## src/rtl/scsi_screen_pkg.sv

```systemverilog
package scsi_screen_pkg;

   localparam logic [7:0] OP_TUR    = 8'h00;
   localparam logic [7:0] OP_RSENSE = 8'h03;
   localparam logic [7:0] OP_INQ    = 8'h12;
   localparam logic [7:0] OP_CAM_ND = 8'hC1;
   localparam logic [7:0] OP_CAM_DT = 8'hE1;

   localparam logic [7:0] ST_GOOD  = 8'h00;
   localparam logic [7:0] ST_CHECK = 8'h02;
   localparam logic [7:0] ST_MET   = 8'h04;

   localparam logic [3:0] KEY_NONE  = 4'h0;
   localparam logic [3:0] KEY_HW    = 4'h4;
   localparam logic [3:0] KEY_ILL   = 4'h5;
   localparam logic [3:0] KEY_UA    = 4'h6;
   localparam logic [3:0] KEY_SHORT = 4'h9;

   localparam logic [7:0] ASC_BAD_OP  = 8'h20;
   localparam logic [7:0] ASC_BAD_FLD = 8'h24;
   localparam logic [7:0] ASC_BAD_LUN = 8'h25;
   localparam logic [7:0] ASC_RESET   = 8'h29;
   localparam logic [7:0] ASC_BAD_ID  = 8'h3D;
   localparam logic [7:0] ASC_NOX     = 8'h44;
   localparam logic [7:0] ASC_PARITY  = 8'h47;
   localparam logic [7:0] ASC_NOQ     = 8'h80;

   typedef enum logic [1:0] {RES_OK, RES_NOX, RES_PARITY, RES_QSHORT} exe_res_t;

   function automatic logic op_known(logic [7:0] op);
      return (op == OP_TUR) || (op == OP_RSENSE) || (op == OP_INQ) ||
             (op == OP_CAM_ND) || (op == OP_CAM_DT);
   endfunction

   function automatic logic [3:0] cdb_len(logic [7:0] op);
      return (op == OP_CAM_DT) ? 4'd10 : 4'd6;
   endfunction

   // bits that must read as zero in byte idx of a CDB with opcode op
   function automatic logic [7:0] zero_mask(logic [7:0] op, logic [3:0] idx);
      logic [7:0] m;
      m = 8'h00;
      case (op)
         OP_TUR:           if (idx != 4'd0) m = 8'hFF;
         OP_RSENSE, OP_INQ:
            if (idx == 4'd1 || idx == 4'd2 || idx == 4'd3 || idx == 4'd5) m = 8'hFF;
         OP_CAM_ND:
            case (idx)
               4'd1, 4'd2: m = 8'hE0;
               4'd3:       m = 8'hF0;
               4'd5:       m = 8'hFF;
               default:    m = 8'h00;
            endcase
         OP_CAM_DT:
            case (idx)
               4'd1:    m = 8'hFF;
               4'd2:    m = 8'hC8;
               4'd4:    m = 8'h80;
               4'd9:    m = 8'hFF;
               default: m = 8'h00;
            endcase
         default: m = 8'h00;
      endcase
      return m;
   endfunction

   // bits that must read as one
   function automatic logic [7:0] one_mask(logic [7:0] op, logic [3:0] idx);
      return (op == OP_CAM_ND && idx == 4'd1) ? 8'h08 : 8'h00;
   endfunction

endpackage

```

## src/rtl/cdb_field_chk.sv

```systemverilog
module cdb_field_chk
   import scsi_screen_pkg::*;
#(
   parameter int IDX_W = 4
) (
   input  logic       clk,
   input  logic       rst_n,
   input  logic       cmd_begin,
   input  logic       byte_vld,
   input  logic [7:0] byte_dat,
   output logic       done_o,
   output logic [7:0] op_o,
   output logic       bad_op_o,
   output logic       bad_fld_o
);

   if (IDX_W < 4) begin : g_idx_too_small
      $error("cdb_field_chk: IDX_W must cover a 10-byte CDB");
   end

   logic             active_q;
   logic [IDX_W-1:0] idx_q;
   logic [7:0]       op_q;
   logic             fld_bad_q;

   logic [7:0] cur_op;
   logic       take;
   logic       byte_bad;
   logic       is_last;
   logic [3:0] idx4;

   assign idx4     = idx_q[3:0];
   assign cur_op   = (idx_q == '0) ? byte_dat : op_q;
   assign take     = byte_vld && active_q;
   assign byte_bad = (|(byte_dat & zero_mask(cur_op, idx4))) ||
                     ((byte_dat & one_mask(cur_op, idx4)) != one_mask(cur_op, idx4));
   assign is_last  = (idx_q == IDX_W'(cdb_len(cur_op) - 4'd1));

   always_ff @(posedge clk or negedge rst_n) begin
      if (!rst_n) begin
         active_q  <= 1'b0;
         idx_q     <= '0;
         op_q      <= 8'h00;
         fld_bad_q <= 1'b0;
         done_o    <= 1'b0;
         bad_op_o  <= 1'b0;
         bad_fld_o <= 1'b0;
      end else begin
         done_o <= 1'b0;
         if (cmd_begin) begin
            active_q  <= 1'b1;
            idx_q     <= '0;
            fld_bad_q <= 1'b0;
         end else if (take) begin
            op_q      <= cur_op;
            idx_q     <= idx_q + 1'b1;
            fld_bad_q <= fld_bad_q | byte_bad;
            if (is_last) begin
               active_q  <= 1'b0;
               done_o    <= 1'b1;
               bad_op_o  <= !op_known(cur_op);
               bad_fld_o <= fld_bad_q | byte_bad;
            end
         end
      end
   end

   assign op_o = op_q;

endmodule

```

## src/rtl/sense_store.sv

```systemverilog
module sense_store
   import scsi_screen_pkg::*;
#(
   parameter int DEF_W       = 24,
   parameter int SENSE_BYTES = 18,
   parameter int ADDR_W      = 5
) (
   input  logic              clk,
   input  logic              rst_n,
   input  logic              clr_i,
   input  logic              set_i,
   input  logic [3:0]        key_i,
   input  logic [7:0]        asc_i,
   input  logic [DEF_W-1:0]  def_i,
   input  logic [ADDR_W-1:0] rd_addr_i,
   output logic [7:0]        rd_dat_o
);

   localparam int ADD_LEN = SENSE_BYTES - 10;

   if (SENSE_BYTES < 13 || SENSE_BYTES > 32) begin : g_bad_len
      $error("sense_store: SENSE_BYTES out of range");
   end
   if (DEF_W < 1 || DEF_W > 24) begin : g_bad_def
      $error("sense_store: DEF_W must fit three bytes");
   end
   if ((1 << ADDR_W) < SENSE_BYTES) begin : g_bad_addr
      $error("sense_store: ADDR_W too narrow");
   end

   logic [3:0]       key_q;
   logic [7:0]       asc_q;
   logic [DEF_W-1:0] def_q;
   logic [23:0]      def24;
   logic [7:0]       sb [SENSE_BYTES];

   always_ff @(posedge clk or negedge rst_n) begin
      if (!rst_n) begin
         key_q <= KEY_NONE;
         asc_q <= 8'h00;
         def_q <= '0;
      end else if (set_i) begin
         key_q <= key_i;
         asc_q <= asc_i;
         def_q <= def_i;
      end else if (clr_i) begin
         key_q <= KEY_NONE;
         asc_q <= 8'h00;
         def_q <= '0;
      end
   end

   if (DEF_W == 24) begin : g_def_full
      assign def24 = def_q;
   end else begin : g_def_pad
      assign def24 = {{(24-DEF_W){1'b0}}, def_q};
   end

   function automatic logic [7:0] byte_at(int i, logic [3:0] k, logic [7:0] a, logic [23:0] d);
      case (i)
         0:       return 8'h70;
         2:       return {4'h0, k};
         4:       return d[23:16];
         5:       return d[15:8];
         6:       return d[7:0];
         7:       return 8'(ADD_LEN);
         12:      return a;
         default: return 8'h00;
      endcase
   endfunction

   for (genvar g = 0; g < SENSE_BYTES; g++) begin : g_byte
      assign sb[g] = byte_at(g, key_q, asc_q, def24);
   end

   assign rd_dat_o = (rd_addr_i < ADDR_W'(SENSE_BYTES)) ? sb[rd_addr_i] : 8'h00;

   AST_CLEAR_IS_WHOLE: assert property (@(posedge clk) disable iff (!rst_n)
      (key_q == KEY_NONE) |-> (asc_q == 8'h00 && def_q == '0)) else $error("stale sense");

endmodule

```

## src/rtl/scsi_cmd_screen.sv

```systemverilog
module scsi_cmd_screen
   import scsi_screen_pkg::*;
#(
   parameter int DEF_W       = 24,
   parameter int SENSE_BYTES = 18,
   localparam int SADDR_W    = $clog2(SENSE_BYTES)
) (
   input  logic               clk,
   input  logic               rst_n,
   input  logic               cmd_begin,
   input  logic [2:0]         ident_lun,
   input  logic               ident_bad,
   input  logic               cdb_vld,
   input  logic [7:0]         cdb_byte,
   input  logic               ua_evt,
   output logic               dec_vld,
   output logic               dec_go,
   input  logic               exe_done,
   input  logic [1:0]         exe_res,
   input  logic               exe_q,
   input  logic [DEF_W-1:0]   exe_deficit,
   output logic               st_vld,
   output logic [7:0]         st_byte,
   input  logic [SADDR_W-1:0] sense_addr,
   output logic [7:0]         sense_dat
);

   logic       chk_done, chk_bad_op, chk_bad_fld;
   logic [7:0] chk_op;

   cdb_field_chk #(.IDX_W(4)) i_fld (
      .clk       (clk),
      .rst_n     (rst_n),
      .cmd_begin (cmd_begin),
      .byte_vld  (cdb_vld),
      .byte_dat  (cdb_byte),
      .done_o    (chk_done),
      .op_o      (chk_op),
      .bad_op_o  (chk_bad_op),
      .bad_fld_o (chk_bad_fld)
   );

   logic [2:0] lun_q;
   logic       idbad_q;
   logic       ua_q;
   logic       busy_q;
   logic [7:0] run_op_q;

   logic is_tur, is_cam, is_rs, is_inq, ua_block;
   logic rej;
   logic [3:0] rkey;
   logic [7:0] rasc;

   assign is_tur   = (chk_op == OP_TUR);
   assign is_rs    = (chk_op == OP_RSENSE);
   assign is_inq   = (chk_op == OP_INQ);
   assign is_cam   = (chk_op == OP_CAM_ND) || (chk_op == OP_CAM_DT);
   assign ua_block = ua_q && (is_tur || is_cam);

   always_comb begin
      rej  = 1'b1;
      rkey = KEY_ILL;
      rasc = 8'h00;
      if (idbad_q)                       rasc = ASC_BAD_ID;
      else if (lun_q != 3'd0 && !is_inq) rasc = ASC_BAD_LUN;
      else if (chk_bad_op)               rasc = ASC_BAD_OP;
      else if (chk_bad_fld)              rasc = ASC_BAD_FLD;
      else if (ua_block) begin
         rkey = KEY_UA;
         rasc = ASC_RESET;
      end else                           rej  = 1'b0;
   end

   // completion side
   exe_res_t res;
   logic     fin, fin_err, run_cam;
   logic [3:0] fkey;
   logic [7:0] fasc;

   assign res     = exe_res_t'(exe_res);
   assign fin     = exe_done && busy_q;
   assign fin_err = (res != RES_OK);
   assign run_cam = (run_op_q == OP_CAM_ND) || (run_op_q == OP_CAM_DT);

   always_comb begin
      case (res)
         RES_NOX:    begin fkey = KEY_HW;    fasc = ASC_NOX;    end
         RES_PARITY: begin fkey = KEY_HW;    fasc = ASC_PARITY; end
         RES_QSHORT: begin fkey = KEY_SHORT; fasc = ASC_NOQ;    end
         default:    begin fkey = KEY_NONE;  fasc = 8'h00;      end
      endcase
   end

   assign dec_vld = chk_done;
   assign dec_go  = chk_done && !rej && !is_tur;
   assign st_vld  = (chk_done && (rej || is_tur)) || fin;

   always_comb begin
      if (chk_done)          st_byte = rej ? ST_CHECK : ST_GOOD;
      else if (fin_err)      st_byte = ST_CHECK;
      else if (run_cam && exe_q) st_byte = ST_MET;
      else                   st_byte = ST_GOOD;
   end

   // sense control
   logic             s_clr, s_set;
   logic [3:0]       s_key;
   logic [7:0]       s_asc;
   logic [DEF_W-1:0] s_def;

   assign s_clr = (chk_done && !is_rs) || (fin && run_op_q == OP_RSENSE);
   assign s_set = (chk_done && rej) || (fin && fin_err);
   assign s_key = chk_done ? rkey : fkey;
   assign s_asc = chk_done ? rasc : fasc;
   assign s_def = chk_done ? '0 : exe_deficit;

   sense_store #(.DEF_W(DEF_W), .SENSE_BYTES(SENSE_BYTES), .ADDR_W(SADDR_W)) i_sense (
      .clk       (clk),
      .rst_n     (rst_n),
      .clr_i     (s_clr),
      .set_i     (s_set),
      .key_i     (s_key),
      .asc_i     (s_asc),
      .def_i     (s_def),
      .rd_addr_i (sense_addr),
      .rd_dat_o  (sense_dat)
   );

   always_ff @(posedge clk or negedge rst_n) begin
      if (!rst_n) begin
         lun_q    <= 3'd0;
         idbad_q  <= 1'b0;
         ua_q     <= 1'b1;
         busy_q   <= 1'b0;
         run_op_q <= 8'h00;
      end else begin
         if (cmd_begin) begin
            lun_q   <= ident_lun;
            idbad_q <= ident_bad;
         end
         if (ua_evt)
            ua_q <= 1'b1;
         else if (chk_done && rej && rkey == KEY_UA)
            ua_q <= 1'b0;
         if (dec_go) begin
            busy_q   <= 1'b1;
            run_op_q <= chk_op;
         end else if (fin) begin
            busy_q <= 1'b0;
         end
      end
   end

   AST_STATUS_CODE: assert property (@(posedge clk) disable iff (!rst_n)
      st_vld |-> (st_byte == ST_GOOD || st_byte == ST_CHECK || st_byte == ST_MET)) else $error("bad status");
   AST_UA_HOLDS_OFF: assert property (@(posedge clk) disable iff (!rst_n)
      (dec_vld && ua_q && (is_tur || is_cam)) |-> !dec_go) else $error("ran under UA");
   AST_DECIDE_LATENCY: assert property (@(posedge clk) disable iff (!rst_n)
      dec_vld |-> $past(cdb_vld)) else $error("late decision");
   AST_GO_DEFERS_STATUS: assert property (@(posedge clk) disable iff (!rst_n)
      dec_go |-> !st_vld) else $error("early status");
   AST_UA_EVT_KEPT: assert property (@(posedge clk) disable iff (!rst_n)
      ua_evt |=> ua_q) else $error("UA lost");

endmodule

```

## config.mk

```make
export PLATFORM = sky130hd
export DESIGN_NAME = scsi_cmd_screen
export DESIGN_NICKNAME = d
export VERILOG_FILES = /design/src/rtl/scsi_screen_pkg.sv /design/src/rtl/cdb_field_chk.sv /design/src/rtl/sense_store.sv /design/src/rtl/scsi_cmd_screen.sv
export SDC_FILE = /design/constraint.sdc
export NUM_CORES = 1
export LEC_CHECK = 0
export ABC_CLOCK_PERIOD_IN_PS = 3100
export BUFFER_PORTS_ARGS = -buffer_cell sky130_fd_sc_hd__buf_2
export CAP_MARGIN = 40
export CORE_AREA = 2 2 120 122
export DETAILED_ROUTE_END_ITERATION = 8
export DIE_AREA = 0 0 122 124
export PLACE_DENSITY = 0.47
export SKIP_CTS_REPAIR_TIMING = 1
export SYNTH_ARGS = -nofsm -noshare
export SYNTH_HDL_FRONTEND = slang
export SYNTH_HIERARCHICAL = 1
export SYNTH_SLANG_ARGS = --single-unit
export TNS_END_PERCENT = 30
```

## constraint.sdc

```tcl
create_clock -name clk -period 3.1 [get_ports clk]
set_input_delay 0.775 -clock clk [delete_from_list [all_inputs] [get_ports clk]]
set_output_delay 0.775 -clock clk [all_outputs]
set_load 0.05 [all_outputs]
```

# Yosys cells after proc, flatten, opt, wreduce, memory -nomap -nowiden
# Index checks and enable logic that the tools add are counted.
totals:
  register_bits: 67
  latch_bits: 0
  mem_bits_rw: 0
  romBits: 0
  in_bits: 50
  out_inout_bits: 19
  n_memories: 0
op_classes:
  add_sub_neg: 2
  mul: 0
  div_mod_pow: 0
  n_lt_le_gt_ge: 2
  n_eq_ne: 23
  n_shift: 0
  mux: 56
  n_bitwise: 5
  reduce_logical: 53
ops:
  columns: ["operator", "n"]
  rows:
  - ["$mux W24", 3]
  - ["$mux W8", 9]
  - ["$pmux W8 S3", 3]
  - ["$eq A8 B8 Y1 const B", 6]
  - ["$bmux W8 S5", 1]
  - ["$pmux W8 S4", 1]
  - ["$mux W6", 5]
  - ["$mux W4", 7]
  - ["$eq A8 B2 Y1 const B", 3]
  - ["$mux W1", 17]
  - ["$eq A8 B5 Y1 const B", 2]
  - ["$logic_not A8 Y1", 2]
  - ["$logic_or A1 B1 Y1", 15]
  - ["$logic_and A1 B1 Y1", 14]
  - ["$eq A4 B3 Y1 const B", 3]
  - ["$mux W2", 6]
  - ["$reduce_bool A2 Y1", 6]
  - ["$mux W3", 3]
  - ["$and A8 B4 Y8", 1]
  - ["$and A8 B8 Y8", 1]
  - ["$eq A4 B2 Y1 const B", 2]
  - ["$ne A8 B8 Y1", 1]
  - ["$pmux W4 S2", 1]
  - ["$reduce_or A2 Y1", 4]
  - ["other kinds (19)", 25]

# Longest topological paths before layout
logic_depth:
  depth_word: 13
  depth_mapped: 8
  ltp_nobuf: 8

# Hierarchy
# The synthesis kept the hierarchy.
modules_own_cells:
  columns: ["module", "instances", "cells_each", "area_each_um2", "seq_area_each_um2"]
  rows:
  - ["sense_store", 1, 206, 1841.8, 900.9]
  - ["scsi_cmd_screen", 1, 121, 1118.6, 351.6]
  - ["cdb_field_chk", 1, 113, 1114.8, 425.4]

# Worst setup path after synthesis
# OpenSTA, ideal clock, no wires.
synth_timing:
  path_type: "input to output"
  startpoint: "in sense_addr[1]"
  endpoint: "out sense_dat[7]"
  arrival_ns: 3.780
  required_ns: 2.325
  slack_ns: -1.455
  stages: 5
  path_buffers: 2
  cell_sequence: "buf_6 buf_2 nor2_1 nand2_1 a2111oi_0"
synth_between:
  elab_chain_cells: 5
  word_cells_on_any_way: 6
  classes_between: "order compare (1); mux (4); bitwise (1)"
synth_lines:
  columns: ["element", "line_no", "source"]
  rows:
  - ["start: declaration", "scsi_cmd_screen.sv:24", "input logic [SADDR_W-1:0] sense_addr,"]
  - ["$not A5 Y6 (not written as such)", "sense_store.sv:76", "assign rd_dat_o = (rd_addr_i < ADDR_W'(SENSE_BYTES)) ? sb[rd_addr_i] : 8'h00;"]
  - ["$bmux W8 S5", "sense_store.sv:76", null]
  - ["$mux W8 (not written as such) (2 in a row)", "sense_store.sv:76", null]
  - ["$mux W8 *", "sense_store.sv:76", null]
  - ["end: declaration", "scsi_cmd_screen.sv:25", "output logic [7:0] sense_dat"]
# Every way passes the cells marked *; elsewhere a longest branch is shown, timed or not. The select of a mux whose other input is x is not followed.

# Worst setup path after layout
layout_timing:
  startpoint: "in sense_addr[0]"
  endpoint: "out sense_dat[5]"
# The elaborated chain is that of the path after synthesis.

==> qor.txt <==
status: completed
Setup crit end kind: output port
fin area: 0.00492 mm²
clk_lat worst skew: 340 ps
DRT Wirelength: 10.5 mm
yosys warns: 6
endpoints failing hold: 0
crit path launch: sense_addr[0]
core area: 0.0137 mm²
Clock H-tree levels: 3
most frequent cell after synthesis: dfrtp_1
clk slew on worst S/H paths: 60 ps
RSZ-0062 raised after global routing: no
port buffer count: 62
placed cells: 676
CTS Buf Count: 9
largest net degree at the start of global routing: 41
die height: 124 µm
initial drt markers: 155
cell family with most CP delay: simple AND/OR/NAND/NOR gates
worst reg2reg path depth: 8
Worst setup SP type: input port
placed inst area: 0.00464 mm²
CP max stage delay: 350 ps
GRT overflow: 0
Layout Cells excl Fill: 692
CP cell instances: buf_2 > or2_4 > or3_4 > a21o_1 > a31oi_1 > buf_2
GR Util All Layers: 14.6%
Post-synth EDFFs: 0
fin util: 35.9%
CP required: 2320 ps
Die X: 122 µm
Seq/Total Area, Yosys: 41.2%
Post-DP HPWL: 7.73 mm
Area Growth Syn to Fin: 20.7%
DR vias/cell: 4.92
number of iterations in the first detailed-routing pass: 4
fraction of layout instances using a drive strength above 1: 26.0%
crit-path max FO: 5
ys flop type: dfrtp_1
Final nets: 566
Num Clock Sinks: 67
critical path depth: 6
Routed wire per std cell: 15.1 µm
critical path's most frequent cell: buf_2
FF-to-FF Start: i_fld/idx4[0]
Hold Path Class: input port to async pin
share of the synthesized area in the top cell type: 40.5%
Synth top cells by count: dfrtp_1, o21ai_0, nand2_1
global-route wire length before repair: 17.0 mm
max-slew violations: 0
asr flop ratio synth: 100%
Reg2Reg Capture Point: i_fld/bad_fld_o
IO Pins: 69
# Max-Cap Violations: 0
CP Data Arrival Time: 2170 ps
Cell Pwr Density: 496 mW/mm²
Filler cells: 1,435
reg-to-reg slack, setup: 490 ps
RD Place Congestion: 0.821
DRC: 0
part of the cycle the worst path needs: 95.1%
antenna violations before repair: 0
fmax: 0.339 GHz
Slew @ Worst Pin: 687 ps
starting density of the core: 29.7%
CTS tree: built
area of the mapped netlist: 0.00408 mm²
Mapped Cells: 440
final setup fails: 0
static leakage: 2.17 nW
library cells used by synthesis: 71
antenna-violating nets left: 0
n_diodes: 0
FP Rows: 43
min cycle time layout: 2950 ps
Multi-input gate area: 0.00226 mm²
Final Skew: 5.57 ps
Root Driver: clkbuf_16
Critical path buffers and inverters: 2
slew margin rel.: 53.9%
syn_area_per_cell: 9.26 µm²
cell taking the most area after synthesis: dfrtp_1
register area: 0.00168 mm²
top cells by area, synth: dfrtp_1, nand2b_1, o21ai_0, nor2b_1, mux2_2
CTS max path bufs: 2
vias in the first global route: 3,254
#FFs+latches synth: 67
slowest CP cell: or3_4
Die ar.: 0.0151 mm²
via count: 3,406
worst vdd ir: 0.000277 V
CP Class: input port to output port
[layout make-up]
class                      instances  area share (%)
inverter                          14            1.07
tap                              180            4.58
multi-input combinational        336            46.0
clock buffer                      10            4.66
clock inverter                     6           0.661
timing repair buffer              79            8.90
sequential                        67            34.1
[worst max-delay path by stage]
stage	end	slack, ps
after CTS	st_vld	10
after global routing	st_vld	1
after detailed placement	sense_dat[5]	150
final	sense_dat[5]	150
after global placement	sense_dat[7]	200
after floorplan	sense_dat[4]	-170
[report_power, final]
group          total, mW  leakage, nW  switching, mW  internal [mW]
clock              0.910        0.132          0.377          0.533
combinational      0.444         1.20          0.245          0.199
sequential          1.09        0.841          0.108          0.978
total               2.44         2.17          0.730           1.71
[routing by layer]
| metal | routed length (µm) | GRT usage (%) | vias up |
|---|---|---|---|
| li1 | - | - | 1684 |
| met1 | 5070 | 19.8 | 1635 |
| met2 | 4710 | 22.4 | 77 |
| met3 | 535 | 4.08 | 10 |
| met4 | 133 | 4.81 | 0 |
| met5 | 0 | 0 | - |
[per-stage QoR]
stage	setup TNS, ps	worst slack [ps]	total power, mW	hold WS, ps
2_1_floorplan	-653	-169	1.36	457
3_3_place_gp	0	195	1.54	467
3_5_place_dp	0	151	1.54	480
4_1_cts	0	14.8	2.47	491
5_1_grt	0	1.00	2.58	503
6_report	0	152	2.44	463
[worst register-to-register path, cell delays in order, from the launching register on]
cell and delay, ps:
dfrtp_1 430, inv_1 130, ha_1 180, nor3b_2 430
nor4_2 140, a41oi_1 310, and4bb_1 270, o211ai_2 260
mux2_1 350
[cell usage in the layout (no fill, tap or decap), types with 3 or more instances in the layout]
cell       instances
a21oi_1           15
a22o_1             9
a31oi_1            6
buf_2             62
buf_4             17
clkbuf_16          9
clkinv_2           5
conb_1             6
dfrtp_1           66
ha_1               9
inv_1             13
mux2_1            10
mux2_2            15
mux2i_1            4
nand2_1           40
nand2b_1          37
nand3_1            8
nor2_1            18
nor2b_1           31
nor3_1             9
nor4_1             6
nor4b_2            3
o21a_1             3
o21ai_0           43
o22ai_1            3
or3_1              3
xor2_1             3
[registers in the layout, indices dropped and copies added (netlist names)]
name / count
i_sense/def24: 24
i_fld/op_o: 8
i_sense/asc_q: 8
run_op_q: 8
i_fld/idx4: 4
i_sense/key_q: 4
lun_q: 3
busy_q: 1
i_fld/active_q: 1
i_fld/bad_fld_o: 1
i_fld/bad_op_o: 1
i_fld/done_o: 1
i_fld/fld_bad_q: 1
idbad_q: 1
ua_q: 1
[logic make-up (layout without fill, tap and decap cells)]
kind of cell	count (synthesis)	in the layout	share of synthesized area (%)
AND/OR/NAND/NOR	180	180	25.5
flip-flops	67	67	41.2
other	1	6	0.0920
multiplexers	29	29	7.89
AO/OA/AOI/OAI	107	107	16.8
XOR/XNOR	5	5	1.07
adder cells (fa/ha/maj)	9	9	2.76
buffers and inverters	42	109	4.70
Power figures use the tool's default switching activity.
